`src/rtl/bre_pkg.sv`:
```
// Shared types for the power-up release sequencer.
// Assumes: a two-bit static mode select. The encoding 2'b11 is folded onto immediate mode.
package bre_pkg;

    typedef enum logic [1:0] {
        MODE_NOW     = 2'b00,
        MODE_DELAY   = 2'b01,
        MODE_EMU     = 2'b10,
        MODE_NOW_ALT = 2'b11
    } boot_mode_e;

    typedef enum logic [1:0] {
        ST_POR  = 2'b00,
        ST_HOLD = 2'b01,
        ST_EMU  = 2'b10,
        ST_USER = 2'b11
    } seq_state_e;

endpackage

```
`src/rtl/bre_sync.sv`:
```
// Multi-bit, multi-stage level synchroniser.
// What it does: each bit of d_in passes through STAGES flip-flops clocked by clk.
// Assumes: the bits are independent levels (no bus coherence needed) and STAGES >= 2.
module bre_sync #(
    parameter int WIDTH  = 2,
    parameter int STAGES = 2
) (
    input  logic             clk,
    input  logic             rst_n,
    input  logic [WIDTH-1:0] d_in,
    output logic [WIDTH-1:0] d_out
);

    logic [STAGES-1:0][WIDTH-1:0] chain_q;

    // Purpose: shift the asynchronous levels one stage per clock, cleared by reset.
    always_ff @(posedge clk) begin
        if (!rst_n) begin
            chain_q <= '0;
        end else begin
            chain_q <= {chain_q[STAGES-2:0], d_in};
        end
    end

    assign d_out = chain_q[STAGES-1];

endmodule

```
`src/rtl/bre_delay_timer.sv`:
```
// Hold-interval timer for delayed start-up.
// What it does: while run_i is high it counts system clocks, and it raises expired_o in the
// LIMIT-th cycle of the run. Dropping run_i clears the count.
// Assumes: LIMIT >= 1.
module bre_delay_timer #(
    parameter int LIMIT = 2_500_000
) (
    input  logic clk,
    input  logic rst_n,
    input  logic run_i,
    output logic expired_o
);

    localparam int CW = (LIMIT > 1) ? $clog2(LIMIT) : 1;

    logic [CW-1:0] cnt_q;

    assign expired_o = run_i && (cnt_q == CW'(LIMIT - 1));

    // Purpose: advance the hold counter while running; clear it when idle.
    always_ff @(posedge clk) begin
        if (!rst_n || !run_i) begin
            cnt_q <= '0;
        end else if (!expired_o) begin
            cnt_q <= cnt_q + 1'b1;
        end
    end

endmodule

```
`src/rtl/bre_cfg_counter.sv`:
```
// Configuration-stream length emulator.
// What it does: finds rising edges of the synchronised configuration clock and counts them
// while the synchronised start control is high. complete_o pulses on the edge that makes
// COUNT. A low start level or a low enable clears the count.
// Assumes: inputs already synchronised to clk; COUNT >= 1. A configuration clock that is
// high when reset ends counts as one rising edge.
module bre_cfg_counter #(
    parameter int COUNT = 1_000_000
) (
    input  logic clk,
    input  logic rst_n,
    input  logic enable_i,
    input  logic cclk_s_i,
    input  logic start_s_i,
    output logic complete_o
);

    localparam int CW = (COUNT > 1) ? $clog2(COUNT) : 1;

    logic          cclk_prev_q;
    logic          rise;
    logic [CW-1:0] edges_q;

    assign rise       = cclk_s_i && !cclk_prev_q;
    assign complete_o = enable_i && start_s_i && rise && (edges_q == CW'(COUNT - 1));

    // Purpose: remember the last clock level, for edge detection.
    always_ff @(posedge clk) begin
        if (!rst_n) begin
            cclk_prev_q <= 1'b0;
        end else begin
            cclk_prev_q <= cclk_s_i;
        end
    end

    // Purpose: count qualified edges; restart whenever start drops or counting is disabled.
    always_ff @(posedge clk) begin
        if (!rst_n || !enable_i || !start_s_i) begin
            edges_q <= '0;
        end else if (rise && !complete_o) begin
            edges_q <= edges_q + 1'b1;
        end
    end

endmodule

```
`src/rtl/boot_release_ctrl.sv`:
```
// Power-up release sequencer, top level.
// What it does: chooses one of three start-up policies when power-on reset ends. It holds the
// core in reset, pulls the done pin low and enables I/O pull-ups until that policy completes,
// then releases all three together, once per power cycle.
// Assumes: por_n is already synchronous to clk. The configuration pins are asynchronous and are
// synchronised here. mode_sel is static and is read once.
module boot_release_ctrl
    import bre_pkg::*;
#(
    parameter int DELAY_CYCLES = 2_500_000,
    parameter int CFG_CLOCKS   = 1_000_000,
    parameter int SYNC_STAGES  = 2
) (
    input  logic       clk,
    input  logic       por_n,
    input  logic [1:0] mode_sel,
    input  logic       cfg_clk,
    input  logic       cfg_start,
    input  logic       cfg_data,
    output logic       core_rst_n,
    output logic       cdone_drv,
    output logic       cdone_oe,
    output logic       io_pullup_en
);

    seq_state_e state_q;
    logic       done_q;
    logic [1:0] cfg_sync;
    logic       cfg_clk_s;
    logic       cfg_start_s;
    logic       hold_expired;
    logic       emu_complete;
    logic       cfg_data_unused;

    // The serial data is accepted so a driving host sees a normal load. Its value is never used.
    assign cfg_data_unused = cfg_data;

    bre_sync #(
        .WIDTH  (2),
        .STAGES (SYNC_STAGES)
    ) u_sync (
        .clk   (clk),
        .rst_n (por_n),
        .d_in  ({cfg_start, cfg_clk}),
        .d_out (cfg_sync)
    );

    assign cfg_clk_s   = cfg_sync[0];
    assign cfg_start_s = cfg_sync[1];

    bre_delay_timer #(
        .LIMIT (DELAY_CYCLES)
    ) u_hold (
        .clk       (clk),
        .rst_n     (por_n),
        .run_i     (state_q == ST_HOLD),
        .expired_o (hold_expired)
    );

    bre_cfg_counter #(
        .COUNT (CFG_CLOCKS)
    ) u_emu (
        .clk        (clk),
        .rst_n      (por_n),
        .enable_i   (state_q == ST_EMU),
        .cclk_s_i   (cfg_clk_s),
        .start_s_i  (cfg_start_s),
        .complete_o (emu_complete)
    );

    // Purpose: latch the mode at the end of reset and step to user mode when the policy completes.
    always_ff @(posedge clk) begin
        if (!por_n) begin
            state_q <= ST_POR;
            done_q  <= 1'b0;
        end else begin
            case (state_q)
                ST_POR: begin
                    case (boot_mode_e'(mode_sel))
                        MODE_DELAY: state_q <= ST_HOLD;
                        MODE_EMU:   state_q <= ST_EMU;
                        default: begin
                            state_q <= ST_USER;
                            done_q  <= 1'b1;
                        end
                    endcase
                end
                ST_HOLD: begin
                    if (hold_expired) begin
                        state_q <= ST_USER;
                        done_q  <= 1'b1;
                    end
                end
                ST_EMU: begin
                    if (emu_complete) begin
                        state_q <= ST_USER;
                        done_q  <= 1'b1;
                    end
                end
                default: begin
                    state_q <= ST_USER;
                end
            endcase
        end
    end

    assign core_rst_n   = done_q;
    assign cdone_drv    = 1'b0;
    assign cdone_oe     = !done_q;
    assign io_pullup_en = !done_q;

endmodule

```
`config.mk`:
```
export PLATFORM = sky130hd
export DESIGN_NAME = boot_release_ctrl
export DESIGN_NICKNAME = d
export VERILOG_FILES = /design/src/rtl/bre_pkg.sv /design/src/rtl/bre_sync.sv /design/src/rtl/bre_delay_timer.sv /design/src/rtl/bre_cfg_counter.sv /design/src/rtl/boot_release_ctrl.sv
export SDC_FILE = /design/constraint.sdc
export NUM_CORES = 1
export LEC_CHECK = 0
export BUFFER_PORTS_ARGS = -buffer_cell sky130_fd_sc_hd__buf_2
export CAP_MARGIN = 20
export CORE_ASPECT_RATIO = 1.5
export CORE_MARGIN = 5
export CORE_UTILIZATION = 43
export CTS_BUF_LIST = sky130_fd_sc_hd__clkbuf_2 sky130_fd_sc_hd__clkbuf_4 sky130_fd_sc_hd__clkbuf_8
export CTS_CLUSTER_DIAMETER = 80
export DETAILED_ROUTE_END_ITERATION = 6
export RECOVER_POWER = 50
export SKIP_LAST_GASP = 1
export SLEW_MARGIN = 20
export SYNTH_ARGS = -nofsm -noshare
export SYNTH_HDL_FRONTEND = slang
export SYNTH_SLANG_ARGS = --single-unit
```
`constraint.sdc`:
```
create_clock -name clk -period 2.24 [get_ports clk]
set_input_delay 0.224 -clock clk [delete_from_list [all_inputs] [get_ports clk]]
set_output_delay 0.224 -clock clk [all_outputs]
set_load 0.01 [all_outputs]
```
==> summary.txt, run 1 <==
Outcome
  • Status: complete, no violations

Power
  • Pwr/cell area: 637 mW/mm²
  • Leakage: 0.818 nW
  • Peak supply drop: about 350 µV

Clock network
  • Post-CTS sizing: 0
  • Clk slew on worst S/H paths: 80 ps
  • Clock Tree Root: clkbuf_8
  • TritonCTS clock tree: done
  • CTS buffer count: 5
  • Clk sink count: 50
  • Hold_buf cts: 0
  • # H-tree levels: 2
  • Worst skew pair latency: about 300 ps
  • Clock Tree Buf Depth: 2
  • Post-CTS setup buffer count: 0

Route
  • Number of detailed-route iterations in the first pass: 4
  • Vias: 1805
  • DRT Wirelength: 4.31 mm
  • Detailed Route Iter0 Violations: 53
  • Mean routed wirelength per cell: 12.6 µm
  • Number of nets with antenna violations after routing: 0
  • DRC: 0
  • Vias/cell: 5.28

Global routing
  • GRT Overall Usage: 0.131
  • First-pass GRT wire length: between 7 and 8 mm
  • Antenna violations before repair: 0
  • Vias in the first global route: 1752
  • Total gr overflow: 0
  • Largest net degree at the start of global routing: 20

Die
  • Width of the die: approximately 70 µm
  • Initial Utilization: 0.434
  • # rows: 33
  • Core area: about 0.0054 mm²
  • Die height: 100 µm
  • I/O pin total: 11
  • DIE AREA: 0.00707 mm²

Yosys
  • Yosys Warn Count: 0
  • Unique masters post-synth: 49
  • Mapped Area: 0.00235 mm²
  • Post-Synthesis Cells: 264
  • Syn avg cell area: 8.89 µm²
  • Syn nets: about 280
  • Seq cells post-synth: 50
  • Register area share after synthesis: 0.426

Timing
  • Setup_tns: 0 ps
  • Final setup fails: 0
  • Slew Viols, Final: 0
  • Worst slew pin tran: about 650 ps
  • Clock Skew: 7.56 ps
  • RSZ-0062 raised after global routing: no
  • Tmin final: between 1500 and 2000 ps
  • Fmax: 543 MHz
  • Hold slack: between 100 and 150 ps
  • Period Utilization, post-route: 0.823
  • Final Hold Vio Count: 0
  • Slew headroom: 0.566

Setup path
  • Critical path arrival: 2010 ps
  • CP Launch Point: u_hold.cnt_q[0]$_SDFFE_PP0N_
  • Startpoint types: flop
  • Reg-to-Reg Start: u_hold.cnt_q[0]$_SDFFE_PP0N_
  • Kind of critical path: flop to flop
  • Crit-path max FO: 6
  • CP required: approximately 2400 ps
  • Critical Path End Type: flop

Cells and area
  • Fill cells: 545
  • Layout cells sized above 1: 0.0882
  • ANT cells: 0
  • Final net count: 283
  • Synth-to-layout area growth: 7.36%

Placed design
  • HPWL Detailed: ~3.2 mm
  • Placer Congestion: between 0.7 and 0.8
  • Port Buffers: 8

Job
  • Total of max-cap violations: 0

Worst hold path
  • Worst hold path type: input port to flop
  • Hold Path Origin: cfg_start
area by class of cell:
cell class	count	area, µm²	share of cell area
repair buffers	9	38.8	0.0154
inverters	6	22.5	0.00894
flip-flops and latches	50	1000	0.397
well taps	70	87.6	0.0348
multi-input cells	200	1260	0.499
clock buffers	6	82.6	0.0328
clock inverters	1	30.0	0.0119
cell usage in the layout, fill, tap and decap left out, types with 2 or more instances in the layout:
| master | n |
|---|---|
| dfxtp_1 | 50 |
| nor2_1 | 47 |
| xor2_1 | 23 |
| nand2_1 | 19 |
| nand3_1 | 13 |
| nand4_1 | 13 |
| xnor2_1 | 9 |
| a21oi_1 | 8 |
| inv_1 | 6 |
| and2_1 | 6 |
| clkbuf_8 | 6 |
| or3_1 | 5 |
| clkbuf_1 | 5 |
| nor3_1 | 4 |
| nor4_1 | 4 |
| o21ai_1 | 4 |
| ha_1 | 4 |
| buf_2 | 4 |
| and3_1 | 3 |
| and4_1 | 3 |
| o2111ai_1 | 3 |
| and4_2 | 2 |
| or2_2 | 2 |
| and4b_1 | 2 |
| nor2b_1 | 2 |
| nand4_2 | 2 |
| or4_1 | 2 |
| o21ai_0 | 2 |
routing by layer:
| layer | wire length [µm] | vias up | part of all wire | track usage |
|---|---|---|---|---|
| met5 | 0 | - | 0 | 0 |
| met4 | 76 | 0 | 0.018 | 0.0531 |
| met3 | 104 | 6 | 0.024 | 0.0279 |
| met2 | 2300 | 21 | 0.53 | 0.247 |
| met1 | 1820 | 849 | 0.42 | 0.138 |
| li1 | - | 929 | - | - |
power breakdown:
part / internal (mW) / switching (mW) / total [mW]
logic: 0.0207 / 0.0330 / 0.0537
clock network: 0.358 / 0.285 / 0.643
registers: 0.899 / 0.0106 / 0.909
total: 1.28 / 0.329 / 1.61
stage by stage:
step / worst slack, ps / std cells / cell area (µm²) / utilization / power [mW]
5_1_grt: 138 / 342 / 2520 / 0.466 / 1.68
4_1_cts: 421 / 342 / 2550 / 0.471 / 1.64
2_1_floorplan: 676 / 264 / 2350 / - / 0.974
3_3_place_gp: 452 / 335 / 2430 / 0.450 / 0.987
3_5_place_dp: 453 / 335 / 2430 / 0.450 / 0.989
6_report: 398 / 342 / 2520 / 0.466 / 1.61
cell families after synthesis:
| logic type | synth area share |
|---|---|
| flip-flops | 0.426 |
| XOR/XNOR | 0.119 |
| adder cells (fa/ha/maj) | 0.0213 |
| AO/OA/AOI/OAI | 0.0730 |
| multiplexers | 0.00426 |
| buffers and inverters | 0.0304 |
| other | 0.00160 |
| AND/OR/NAND/NOR | 0.324 |
worst max-delay path: stages, from the launching register on:
cell	delay, ps
dfxtp_1	400
ha_1	210
and4_1	270
nor3b_2	420
o2111ai_1	200
xor2_1	180
nor2_1	50
registers in the layout, indices dropped and copies added (netlist names):
register           flops
core_rst_n             1
u_emu.edges_q         20
u_sync.d_out           2
state_q                2
u_hold.cnt_q          22
u_sync.chain_q         2
u_emu.cclk_prev_q      1
synthesized netlist by cell type (all sizes together):
library cell | n | area share
or4 | 2 | 0.0064
nor4 | 5 | 0.022
o31a | 1 | 0.0037
nand3b | 1 | 0.0032
and2 | 6 | 0.016
buf | 6 | 0.018
nand4 | 15 | 0.045
or2 | 2 | 0.0053
a311oi | 1 | 0.0037
and4 | 5 | 0.020
o41ai | 1 | 0.0037
nor3b | 1 | 0.0080
clkbuf | 2 | 0.0032
conb | 1 | 0.0016
xnor2 | 9 | 0.034
nand3 | 13 | 0.030
and3 | 3 | 0.0080
nor4b | 1 | 0.0037
and4b | 2 | 0.0085
o2111ai | 3 | 0.011
dfxtp | 50 | 0.43
inv | 6 | 0.0096
o21ba | 1 | 0.0043
xor2 | 23 | 0.086
or3 | 5 | 0.013
and3b | 1 | 0.0053
a21oi | 8 | 0.017
o211ai | 1 | 0.0032
nor2b | 2 | 0.0053
ha | 4 | 0.021
nor2 | 48 | 0.078
mux2i | 1 | 0.0043
and2b | 1 | 0.0037
o21ai | 7 | 0.020
nor3 | 4 | 0.0085
nand2 | 20 | 0.033
a21boi | 1 | 0.0032
o31ai | 1 | 0.0032
path summary, 6_finish.rpt:
check	cells after the start	slack (ps)	endpoint
min reg2reg	1	430	u_sync.d_out[0]$_SDFF_PN0_
max reg2reg	6	400	u_hold.cnt_q[12]$_SDFFE_PP0N_
max	6	400	u_hold.cnt_q[12]$_SDFFE_PP0N_
min	2	130	u_sync.chain_q[1]$_SDFF_PN0_
Note: power is estimated with default switching activity, not from simulation.
==> run 2, diff against run 1 <==
--- a/config.mk
+++ b/config.mk
@@ -5,6 +5,7 @@
 export SDC_FILE = /design/constraint.sdc
 export NUM_CORES = 1
 export LEC_CHECK = 0
+export ABC_AREA = 1
 export BUFFER_PORTS_ARGS = -buffer_cell sky130_fd_sc_hd__buf_2
 export CAP_MARGIN = 20
 export CORE_ASPECT_RATIO = 1.5
==> constraint.sdc (replaced) <==
create_clock -name clk -period 1.7 [get_ports clk]
set_input_delay 0.17 -clock clk [delete_from_list [all_inputs] [get_ports clk]]
set_output_delay 0.17 -clock clk [all_outputs]
set_load 0.01 [all_outputs]
==> run 2 against run 1 <==
  * Maximum frequency increased by 19%
  * Critical endpoint is now u_emu.edges_q[0]$_SDFFE_PP0P_
  * Die area increased by 16%
  * Combinational power increased by 110%
==> summary.txt, run 2 <==
Global routing
  • Total gr overflow: 0 (unchanged)
  • First-pass GRT wire length: 11.4 mm (+51%)
  • Antenna violations before repair: 0 (unchanged)
  • GRT Overall Usage: 0.179 (+0.0486)
  • Largest net degree at the start of global routing: 16 (-20%)
  • Vias in the first global route: 2620 (+50%)

Route
  • Vias: 2720 (+51%)
  • Met1 wire length: 2.57 mm (+41%)
  • Detailed Route Iter0 Violations: 108 (+100%)
  • Number of nets with antenna violations after routing: 0 (unchanged)
  • Mean routed wirelength per cell: 12.7 µm (+1.1%)
  • DRT Wirelength: 6.81 mm (+58%)
  • Number of detailed-route iterations in the first pass: 4 (unchanged)
  • Vias/cell: 5.08 (-3.7%)
  • DRC: 0 (unchanged)
  • Top routing layer used: met4
  • WL met2: 3.95 mm (+72%)
  • Met3 wire len: 122 µm (+17%)

Setup path
  • Crit-path max FO: 6 (unchanged)
  • Critical-path cell list: ha_4 -> nand3_4 -> clkinv_2 -> nand2_1 -> nor2_2 -> nand2_2 -> nand2_4 -> clkinvlp_4 -> nand2_1 -> nand2_1 -> nor2_1
  • Top cell family by delay on the critical path: simple AND/OR/NAND/NOR gates
  • Kind of critical path: flop to flop
  • CP bufs+invs: 2 (+2)
  • Critical path arrival: 1800 ps (-210 ps)
  • Critical Path End Type: flop
  • Startpoint types: flop
  • Worst stage delay on the critical path: 380 ps (-40 ps)
  • CP required: 1940 ps (-470 ps)
  • Max stage delay cell, worst path: dfxtp_2
  • Most frequent CP cell: nand2_1
  • R2r setup slk: 150 ps (-250 ps)

Cells and area
  • Reg area: 0.00101 mm² (+0.50%)
  • Max reg flops: 22 (unchanged)
  • Fin cells: 535 (+56%)
  • Synth-to-layout area growth: 12.9%
  • Multi-input logic area: 0.00158 mm² (+26%)
  • Most frequent cells in the layout: 132 x nand2_1, 63 x nor2_1, 48 x dfxtp_1
  • Most flops, register: u_hold.cnt_q
  • Layout cells sized above 1: 0.113 (+0.0251)
  • Commonest non-fill, non-tap cell in the layout: nand2_1
  • ANT cells: 0 (unchanged)
  • Fill cells: 676 (+24%)
  • Final net count: 470 (+66%)
  • Largest registers: u_hold.cnt_q (22), u_emu.edges_q (20)

Clock network
  • TritonCTS clock tree: done
  • Worst skew pair latency: 300 ps (about the same)
  • Clk sink count: 50 (unchanged)
  • Clock Tree Root: clkbuf_8
  • # H-tree levels: 2 (unchanged)
  • CTS buffer count: 5 (unchanged)
  • Clock Tree Buf Depth: 2 (unchanged)
  • Clk slew on worst S/H paths: 90 ps (about the same)

Power
  • Pwr/cell area: 638 mW/mm² (+0.16%)
  • Peak supply drop: 456 µV (+30%)
  • Leakage: 1.09 nW (+33%)

Timing
  • Setup_tns: 0 ps (unchanged)
  • RSZ-0062 raised after global routing: yes
  • Period Utilization, post-route: 0.912 (+0.0897)
  • Clock Skew: 8.72 ps (+1.16 ps)
  • Final setup fails: 0 (unchanged)
  • Final Hold Vio Count: 0 (unchanged)
  • Tmin final: 1550 ps (-292 ps)
  • Slew Viols, Final: 0 (unchanged)
  • Fmax: 645 MHz (+19%)

Placed design
  • Placer Congestion: 0.892 (+17%)
  • DP Cell Count: 527 (+57%)
  • HPWL Detailed: 5.27 mm (+66%)
  • Port Buffers: 8 (unchanged)

Yosys
  • Top post-synthesis cells by count: 133 x nand2_1, 66 x nor2_1, 50 x dfxtp_1, 45 x inv_1, 34 x a21oi_1
  • Synth area leaders: dfxtp_1 36%, nand2_1 18%, nor2_1 8.9%, a21oi_1 6.1%, inv_1 6.1%
  • Mapped Area: 0.00277 mm² (+18%)
  • Top cell type's share of synthesized area: 0.361 (-0.0656)
  • Yosys Warn Count: 0 (unchanged)
  • Post-synth top area cell: dfxtp_1
  • Syn nets: 446 (+62%)
  • Most common cell in the synthesized netlist: nand2_1
  • Post-Synthesis Cells: 435 (+65%)
  • Unique masters post-synth: 29 (-41%)
  • Seq cells post-synth: 50 (unchanged)
  • Post-synth ARST share: 0 (unchanged)
  • Post-synth EDFFs: 0 (unchanged)
  • Syn avg cell area: 6.38 µm² (-28%)
  • Register area share after synthesis: 0.361 (-0.0656)
  • Main synth FF type: dfxtp_1

Die
  • DIE AREA: 0.00819 mm² (+16%)
  • Initial Utilization: 0.434 (about the same)
  • Core area: 0.00640 mm² (+18%)
  • Die height: 108 µm (+7.8%)
  • I/O pin total: 11 (unchanged)
  • Width of the die: 75.6 µm (+7.5%)
  • # rows: 36 (+9.1%)

Worst hold path
  • Worst hold path type: input port to flop

Job
  • Total of max-cap violations: 0 (unchanged)

Outcome
  • Status: complete, no violations
run 2: worst reg2reg max path: cells and delay by family (launching register included):
| kind | cells | cell delay (ps) |
|---|---|---|
| AND/OR/NAND/NOR | 8 | 690 |
| flip-flops | 1 | 380 |
| buffers and inverters | 2 | 260 |
| adder cells (fa/ha/maj) | 1 | 170 |
run 2: metrics by stage:
| step | total power, mW | util | hold WS (ps) | cell area [µm²] | setup WS [ps] |
|---|---|---|---|---|---|
| after floorplan | 1.30 | - | 268 | 2770 | 140 |
| after global placement | 1.33 | 0.465 | 351 | 2970 | 110 |
| after detailed placement | 1.34 | 0.465 | 363 | 2970 | 88.4 |
| after CTS | 2.03 | 0.478 | 32.9 | 3060 | 46.8 |
| after global routing | 2.10 | 0.489 | 57.0 | 3130 | -12.0 |
| final | 2.00 | 0.489 | 42.7 | 3130 | 149 |
run 2: kinds of logic (layout without fill, tap and decap cells):
logic type | after synthesis | in the layout | synth area share
adders and majority gates | 4 | 4 | 0.0180
and+or+nand+nor | 260 | 260 | 0.393
AOI/OAI and AO/OA | 50 | 50 | 0.0947
DFF | 50 | 50 | 0.361
xor gates and xnor gates | 14 | 14 | 0.0442
buffers and inverters | 56 | 80 | 0.0879
other | 1 | 1 | 0.00135
run 2: worst paths after layout:
kind	cells after the start	from	end
max	11	u_emu.edges_q[0]$_SDFFE_PP0P_	u_emu.edges_q[0]$_SDFFE_PP0P_
max reg2reg	11	u_emu.edges_q[0]$_SDFFE_PP0P_	u_emu.edges_q[0]$_SDFFE_PP0P_
min	3	cfg_clk	u_sync.chain_q[0]$_SDFF_PN0_
min reg2reg	2	u_sync.chain_q[0]$_SDFF_PN0_	u_sync.d_out[0]$_SDFF_PN0_
run 2: final cells by class:
| cell class | count | area share |
|---|---|---|
| tap | 76 | 0.0304 |
| multi-input combinational | 329 | 0.504 |
| clock inverter | 2 | 0.00480 |
| timing repair inverter | 1 | 0.00240 |
| timing repair buffer | 26 | 0.0580 |
| inverter | 46 | 0.0568 |
| clock buffer | 5 | 0.0220 |
| sequential | 50 | 0.321 |
run 2: layer usage:
layer  vias up  track usage
li1       1427            -
met2        38        0.349
met1      1242        0.179
met4         0       0.0750
met5         -            0
met3        13       0.0260
run 2: repair_timing:
action,4_1_cts,5_1_grt
resized for setup,0,21
setup endpoints to repair,0,24
buffers inserted,0,0
hold buffers,0,0
run 2: power breakdown:
part / total [mW] / internal (mW) / switching (mW)
clock: 0.690 / 0.282 / 0.408
combinational: 0.114 / 0.0385 / 0.0751
sequential: 1.19 / 1.18 / 0.0106
total: 2.00 / 1.50 / 0.493
